## config.mk

```make
export PLATFORM = sky130hd
export DESIGN_NAME = fcvt_ftou_trunc
export DESIGN_NICKNAME = d
export VERILOG_FILES = /design/src/rtl/fcvt_pkg.sv /design/src/rtl/fcvt_classify.sv /design/src/rtl/fcvt_shift.sv /design/src/rtl/fcvt_outstage.sv /design/src/rtl/fcvt_ftou_trunc.sv
export SDC_FILE = /design/constraint.sdc
export NUM_CORES = 1
export LEC_CHECK = 0
export BUFFER_PORTS_ARGS = -buffer_cell sky130_fd_sc_hd__buf_2
export CAP_MARGIN = 20
export CORE_MARGIN = 5
export CORE_UTILIZATION = 50
export DETAILED_ROUTE_END_ITERATION = 8
export GPL_ROUTABILITY_DRIVEN = 0
export PLACE_DENSITY = 0.77
export SLEW_MARGIN = 20
export SYNTH_ARGS = -nofsm -noshare
export SYNTH_HDL_FRONTEND = slang
export SYNTH_SLANG_ARGS = --single-unit
export TNS_END_PERCENT = 10
```

## constraint.sdc

```tcl
create_clock -name clk -period 2.4 [get_ports clk]
set_clock_uncertainty 0.15 [all_clocks]
set_input_delay 0.12 -clock clk [delete_from_list [all_inputs] [get_ports clk]]
set_output_delay 0.12 -clock clk [all_outputs]
set_load 0.05 [all_outputs]
```

## src/rtl/fcvt_pkg.sv

```systemverilog
package fcvt_pkg;
  typedef enum logic [2:0] {
    CAT_ZERO,
    CAT_FLUSH,
    CAT_INVZ,
    CAT_SAT,
    CAT_FRAC,
    CAT_NUM
  } fcvt_cat_e;

  localparam int FLAG_W  = 3;
  localparam int FLG_INV = 0;
  localparam int FLG_INX = 1;
  localparam int FLG_FTZ = 2;
endpackage

```

## src/rtl/fcvt_classify.sv

```systemverilog
module fcvt_classify
  import fcvt_pkg::*;
#(
  parameter int EXP_W = 8,
  parameter int MAN_W = 23,
  parameter int INT_W = 32,
  localparam int OP_W = EXP_W + MAN_W + 1,
  localparam int SH_W = $clog2(INT_W)
) (
  input  logic [OP_W-1:0]  op,
  output fcvt_cat_e        cat,
  output logic [MAN_W:0]   sig,
  output logic [SH_W-1:0]  shamt
);
  localparam int UE_W = EXP_W + 2;
  localparam int BIAS = (1 << (EXP_W - 1)) - 1;

  logic             sgn;
  logic [EXP_W-1:0] ex;
  logic [MAN_W-1:0] man;
  logic signed [UE_W-1:0] ue;

  assign sgn = op[OP_W-1];
  assign ex  = op[OP_W-2 -: EXP_W];
  assign man = op[MAN_W-1:0];
  assign ue  = signed'({2'b00, ex}) - signed'(UE_W'(BIAS));
  assign sig = {1'b1, man};
  assign shamt = ue[SH_W-1:0];

  always_comb begin
    if (ex == '1) begin
      if (man != '0)   cat = CAT_INVZ;
      else if (sgn)    cat = CAT_INVZ;
      else             cat = CAT_SAT;
    end else if (ex == '0) begin
      cat = (man != '0) ? CAT_FLUSH : CAT_ZERO;
    end else if (sgn) begin
      cat = CAT_INVZ;
    end else if (ue < 0) begin
      cat = CAT_FRAC;
    end else if (ue >= signed'(UE_W'(INT_W))) begin
      cat = CAT_SAT;
    end else begin
      cat = CAT_NUM;
    end
  end
endmodule

```

## src/rtl/fcvt_shift.sv

```systemverilog
module fcvt_shift #(
  parameter int MAN_W = 23,
  parameter int INT_W = 32,
  localparam int SH_W = $clog2(INT_W),
  localparam int WIDE = INT_W + MAN_W
) (
  input  logic [MAN_W:0]   sig,
  input  logic [SH_W-1:0]  shamt,
  output logic [INT_W-1:0] ival,
  output logic             frac_nz
);
  logic [WIDE-1:0] wide;

  assign wide    = {{(INT_W-1){1'b0}}, sig} << shamt;
  assign ival    = wide[MAN_W +: INT_W];
  assign frac_nz = |wide[MAN_W-1:0];
endmodule

```

## src/rtl/fcvt_outstage.sv

```systemverilog
module fcvt_outstage
  import fcvt_pkg::*;
#(
  parameter int INT_W = 32
) (
  input  logic             clk,
  input  logic             rst,
  input  logic             s_valid,
  input  logic             s_guard,
  input  logic             s_flags_only,
  input  fcvt_cat_e        s_cat,
  input  logic [INT_W-1:0] s_ival,
  input  logic             s_frac_nz,
  output logic             o_valid,
  output logic [INT_W-1:0] o_result,
  output logic [FLAG_W-1:0] o_flags,
  output logic             o_dst_we,
  output logic             o_flag_we
);
  logic [INT_W-1:0]  val;
  logic [FLAG_W-1:0] fl;
  logic              upd_flags;

  always_comb begin
    val = '0;
    fl  = '0;
    case (s_cat)
      CAT_FLUSH: fl[FLG_FTZ] = 1'b1;
      CAT_INVZ:  fl[FLG_INV] = 1'b1;
      CAT_SAT: begin
        val = '1;
        fl[FLG_INV] = 1'b1;
      end
      CAT_FRAC:  fl[FLG_INX] = 1'b1;
      CAT_NUM: begin
        val = s_ival;
        fl[FLG_INX] = s_frac_nz;
      end
      default: ;
    endcase
  end

  assign upd_flags = s_valid & s_guard & ~s_flags_only;

  always_ff @(posedge clk) begin
    if (rst) begin
      o_valid   <= 1'b0;
      o_result  <= '0;
      o_flags   <= '0;
      o_dst_we  <= 1'b0;
      o_flag_we <= 1'b0;
    end else begin
      o_valid   <= s_valid;
      o_result  <= s_flags_only ? {{(INT_W-FLAG_W){1'b0}}, fl} : val;
      o_flags   <= upd_flags ? fl : '0;
      o_dst_we  <= s_valid & s_guard;
      o_flag_we <= upd_flags;
    end
  end
endmodule

```

## src/rtl/fcvt_ftou_trunc.sv

```systemverilog
module fcvt_ftou_trunc
  import fcvt_pkg::*;
#(
  parameter int EXP_W = 8,
  parameter int MAN_W = 23,
  parameter int INT_W = 32,
  localparam int OP_W = EXP_W + MAN_W + 1,
  localparam int SH_W = $clog2(INT_W)
) (
  input  logic              clk,
  input  logic              rst,
  input  logic              i_valid,
  input  logic [OP_W-1:0]   i_operand,
  input  logic              i_guard,
  input  logic              i_flags_only,
  output logic              o_valid,
  output logic [INT_W-1:0]  o_result,
  output logic [FLAG_W-1:0] o_flags,
  output logic              o_dst_we,
  output logic              o_flag_we
);
  // stage 1: classification
  fcvt_cat_e        c_cat;
  logic [MAN_W:0]   c_sig;
  logic [SH_W-1:0]  c_shamt;

  fcvt_classify #(.EXP_W(EXP_W), .MAN_W(MAN_W), .INT_W(INT_W)) u_cls (
    .op(i_operand), .cat(c_cat), .sig(c_sig), .shamt(c_shamt)
  );

  logic             s1_valid, s1_guard, s1_mode;
  fcvt_cat_e        s1_cat;
  logic [MAN_W:0]   s1_sig;
  logic [SH_W-1:0]  s1_shamt;

  always_ff @(posedge clk) begin
    if (rst) begin
      s1_valid <= 1'b0;
      s1_guard <= 1'b0;
      s1_mode  <= 1'b0;
      s1_cat   <= CAT_ZERO;
      s1_sig   <= '0;
      s1_shamt <= '0;
    end else begin
      s1_valid <= i_valid;
      s1_guard <= i_guard;
      s1_mode  <= i_flags_only;
      s1_cat   <= c_cat;
      s1_sig   <= c_sig;
      s1_shamt <= c_shamt;
    end
  end

  // stage 2: alignment
  logic [INT_W-1:0] a_ival;
  logic             a_frac_nz;

  fcvt_shift #(.MAN_W(MAN_W), .INT_W(INT_W)) u_shf (
    .sig(s1_sig), .shamt(s1_shamt), .ival(a_ival), .frac_nz(a_frac_nz)
  );

  logic             s2_valid, s2_guard, s2_mode, s2_frac_nz;
  fcvt_cat_e        s2_cat;
  logic [INT_W-1:0] s2_ival;

  always_ff @(posedge clk) begin
    if (rst) begin
      s2_valid   <= 1'b0;
      s2_guard   <= 1'b0;
      s2_mode    <= 1'b0;
      s2_cat     <= CAT_ZERO;
      s2_ival    <= '0;
      s2_frac_nz <= 1'b0;
    end else begin
      s2_valid   <= s1_valid;
      s2_guard   <= s1_guard;
      s2_mode    <= s1_mode;
      s2_cat     <= s1_cat;
      s2_ival    <= a_ival;
      s2_frac_nz <= a_frac_nz;
    end
  end

  // stage 3: result and flag selection
  fcvt_outstage #(.INT_W(INT_W)) u_out (
    .clk(clk), .rst(rst),
    .s_valid(s2_valid), .s_guard(s2_guard), .s_flags_only(s2_mode),
    .s_cat(s2_cat), .s_ival(s2_ival), .s_frac_nz(s2_frac_nz),
    .o_valid(o_valid), .o_result(o_result), .o_flags(o_flags),
    .o_dst_we(o_dst_we), .o_flag_we(o_flag_we)
  );
endmodule

```

==> metrics.md <==
| Metric | Value |
|---|---|
| Clk slew on worst S/H paths | 0.10 ns |
| Hold depth | 4 |
| 1st-iter DRT viols | 286 |
| Hold path start | i_operand[24] |
| Worst ir drop on vdd | 363 uV |
| Worst endpoint data arrival time | roughly 2.5 ns |
| Total global routing overflow | 0 |
| Grt met3 use | 2.95% |
| # placed instances | 692 |
| Syn_nets | 534 |
| First-pass iteration count of the detailed router | 5 |
| Fillers | 746 |
| Core Area | 9240 um^2 |
| Worst slew pin tran | 0.541 ns |
| Number of synthesized flops with an enable pin | 0 |
| Hold Crit Class | in -> reg |
| CP startpoint kind | register |
| Leakage | 0.00243 uW |
| GR Util met1 | 24.6% |
| Setup ws final | -0.0218 ns |
| # port buffers | 74 |
| Synth top area cells | dfxtp_1 (47%), nor2_1 (7.8%), nor2b_1 (5.8%) |
| Sequential fraction of the synthesis area | a little under half |
| Unique masters post-synth | 48 |
| H-tree lvl count | 3 |
| Final Max Slew Viols | 0 |
| Clk_lat worst skew | 0.38 ns |
| Post-synth top area cell | dfxtp_1 |
| Fin cells | roughly 750 |
| Vias per std cell | 5.25 |
| Reg2Reg Setup Slack | -0.02 ns |
| Area Growth Syn to Fin | 25.2% |
| Die Ht | 107 um |
| Total power | 3690 uW |
| Crit end category | register |
| Worst hold slack | 0.0203 ns |
| Worst slew margin | 63.9% |
| Status | finished, violations left |
| Antenna-violating nets left | 0 |
| Share of layout cells above drive strength 1 | 23.9% |
| MaxCap Viol Count | 0 |
| Synth Instances | 495 |
| Die Width | between 100 and 150 um |
| Length in cells of the worst reg-to-reg path | 6 |
| Top Usage Layer GRT | met2 |
| Synthesis-stage register bit count | 112 |
| DRC errors left | 0 |
| Critical path peak fanout | 5 |
| Critical R2R Launch | s1_shamt[0] |
| Post-Synthesis Cell Area | 4730 um^2 |
| Final Instance Area | slightly below 6000 um^2 |
| CP Data Required Time | 2.49 ns |
| TritonCTS Sinks | approximately 110 |
| Max Fclk | 413 MHz |
| Area after DPL | around 5300 um^2 |
| Unrepaired setup endpoints after global routing | yes |
| CTS Buffer Depth | 2 |
| Final Cycle Share | 101% |
| Initial antenna violation count | 0 |
| FP Rows | 35 |
| Syn Area/Cell | 9.55 um^2 |
| Final setup violation count | 1 |
| Final Hold Fails | 0 |
| Synth Flop Type | dfxtp_1 |
| Area fraction of the dominant cell type after synthesis | 47.4% |
| Largest net degree at the start of global routing | 57 |
| Post-DP HPWL | between 7 and 8 mm |
| Vias in the first global route | around 3700 |
| DR vias | 3921 |
| Root buffer cell | clkbuf_8 |
| Tot GR Track Use | 19.1% |
| Die area | 11500 um^2 |
| Violated checks | negative setup slack |
| Wirelength, routed | roughly 11 mm |
| Post-synth ARST share | 0% |
| # diodes | 0 |
| R2r endpoint | s2_frac_nz |
| Hold Path Sink | s1_shamt[1] |
| TritonCTS buffer count | 9 |
| Cell Pwr Density | 624 nW/um^2 |
| Global-route wire length before repair | 17.8 mm |
| # nets final | 652 |
| CTS tree | yes |
| Synth warn | 0 |
| Starting Density | 51.2% |
| Num ports | 75 |
| M2 GR Usage | a little under a third |
| CP Class | reg -> reg |
| Fin crit period | 2.42 ns |
| Post-DR wirelength/cell | 14.3 um |
-- worst max-delay path, cell delays in order, from the launching register on --
cell and delay, ns:
dfxtp_4 0.40, mux4_1 0.58, mux2_2 0.30, nand3b_1 0.23, a2111oi_4 0.36, a41o_1 0.21
a21oi_1 0.06
-- logic make-up (layout without fill, tap and decap cells) --
kind of cell               count (synthesis)  in the layout  share of synthesized area, %
AOI/OAI and AO/OA                         68             68                          9.08
xor gates and xnor gates                   3              3                         0.556
adders and majority gates                  2              2                         0.529
buffers and inverters                     41            164                          3.92
DFF                                      112            112                          47.4
muxes                                     49             49                          16.6
and+or+nand+nor                          220            220                          21.9
-- cells in the final DEF, fill, tap and decap left out, types with 2 or more instances in the layout --
master           n
nor2b_1         44
and2_1           6
nand2_1         36
buf_4           26
mux2_2           8
dfxtp_1        111
mux2i_2          2
a22oi_1          4
o21ai_0         19
mux4_1           6
clkbuf_8         9
o22ai_1          6
clkinv_1         2
inv_1            9
ha_1             2
o211ai_1         4
o21a_1           3
dlygate4sd3_1   35
o22a_1           2
nor4_1           7
a21oi_1         16
nand3_1          7
xor2_1           2
nor2_1          98
o31ai_1          2
nor3_1           5
mux2i_1         19
a211oi_1         4
clkinvlp_4       2
mux4_2          14
buf_2           74
nand2b_1         8
nand3b_1         2
-- synthesized netlist by cell type, drive strengths merged, types with 2 or more instances --
| library cell | count |
|---|---|
| o211ai | 4 |
| a22oi | 4 |
| nor4 | 7 |
| clkinv | 2 |
| o22a | 2 |
| xor2 | 2 |
| mux4 | 20 |
| a211oi | 4 |
| o21a | 3 |
| mux2i | 21 |
| ha | 2 |
| nand3b | 2 |
| o22ai | 7 |
| o31ai | 2 |
| nand2 | 36 |
| and2 | 6 |
| clkbuf | 16 |
| a21oi | 16 |
| nor3 | 6 |
| nor2 | 98 |
| dfxtp | 112 |
| buf | 13 |
| nand2b | 8 |
| nand3 | 7 |
| mux2 | 8 |
| o21ai | 19 |
| nor2b | 44 |
| inv | 10 |
-- sequential cells by signal (all words and copies together), names as in the netlist --
name and flops:
s2_ival 32, u_out.o_result 32, s1_sig 24, s1_shamt 5, s1_cat 3, s2_cat 3, u_out.o_flags 3, s1_guard 1
s1_mode 1, s1_valid 1, s2_frac_nz 1, s2_guard 1, s2_mode 1, s2_valid 1, u_out.o_dst_we 1, u_out.o_flag_we 1
u_out.o_valid 1
-- timing repair --
item / in CTS / in global routing
hold endpoints to repair: 34 / 0
endpoints found under the setup margin: 1 / 2
gates resized for setup: 8 / 2
pin swaps: 1 / 1
hold buffers: 35 / 0
setup buffers: 2 / 2
-- through the flow --
stage	setup WS, ns	setup TNS (ns)	utilization [%]
floorplan	0.0888	0	-
global placement	-0.0525	-0.0525	57.5
detailed placement	-0.181	-0.181	57.5
CTS	0.0205	0	63.8
global route	-0.0862	-0.0876	64.0
finish	-0.0218	-0.0218	64.0
-- cell type report --
cell class | count | area, um^2 | share of cell area (%)
sequential | 112 | 2250 | 37.9
timing repair buffer | 136 | 936 | 15.8
clock buffer | 9 | 124 | 2.09
tap | 129 | 161 | 2.73
clock inverter | 7 | 78.8 | 1.33
inverter | 12 | 45.0 | 0.761
multi-input combinational | 342 | 2330 | 39.3
-- how the worst max path moves through the flow --
| stage | startpoint | to | slack (ns) | depth (start not counted) |
|---|---|---|---|---|
| 2_1_floorplan | s1_shamt[0] | s2_frac_nz | 0.09 | 8 |
| 3_3_place_gp | s1_shamt[0] | s2_frac_nz | -0.05 | 7 |
| 3_5_place_dp | s1_shamt[0] | s2_frac_nz | -0.18 | 7 |
| 4_1_cts | s1_shamt[0] | s2_frac_nz | 0.02 | 6 |
| 5_1_grt | s1_shamt[0] | s2_frac_nz | -0.09 | 7 |
| 6_report | s1_shamt[0] | s2_frac_nz | -0.02 | 6 |
-- power breakdown --
part	leakage, uW	switching, uW	internal [uW]
clock	0.0000977	634	493
combinational	0.00142	302	296
sequential	0.000916	46.2	1920
-- per-layer routing --
| layer | vias up | wire length [um] |
|---|---|---|
| met2 | 177 | 5170 |
| met3 | 32 | 765 |
| met5 | - | 0 |
| met4 | 0 | 284 |
| li1 | 1931 | - |
| met1 | 1781 | 4480 |
(Power assumes the default switching activity.)
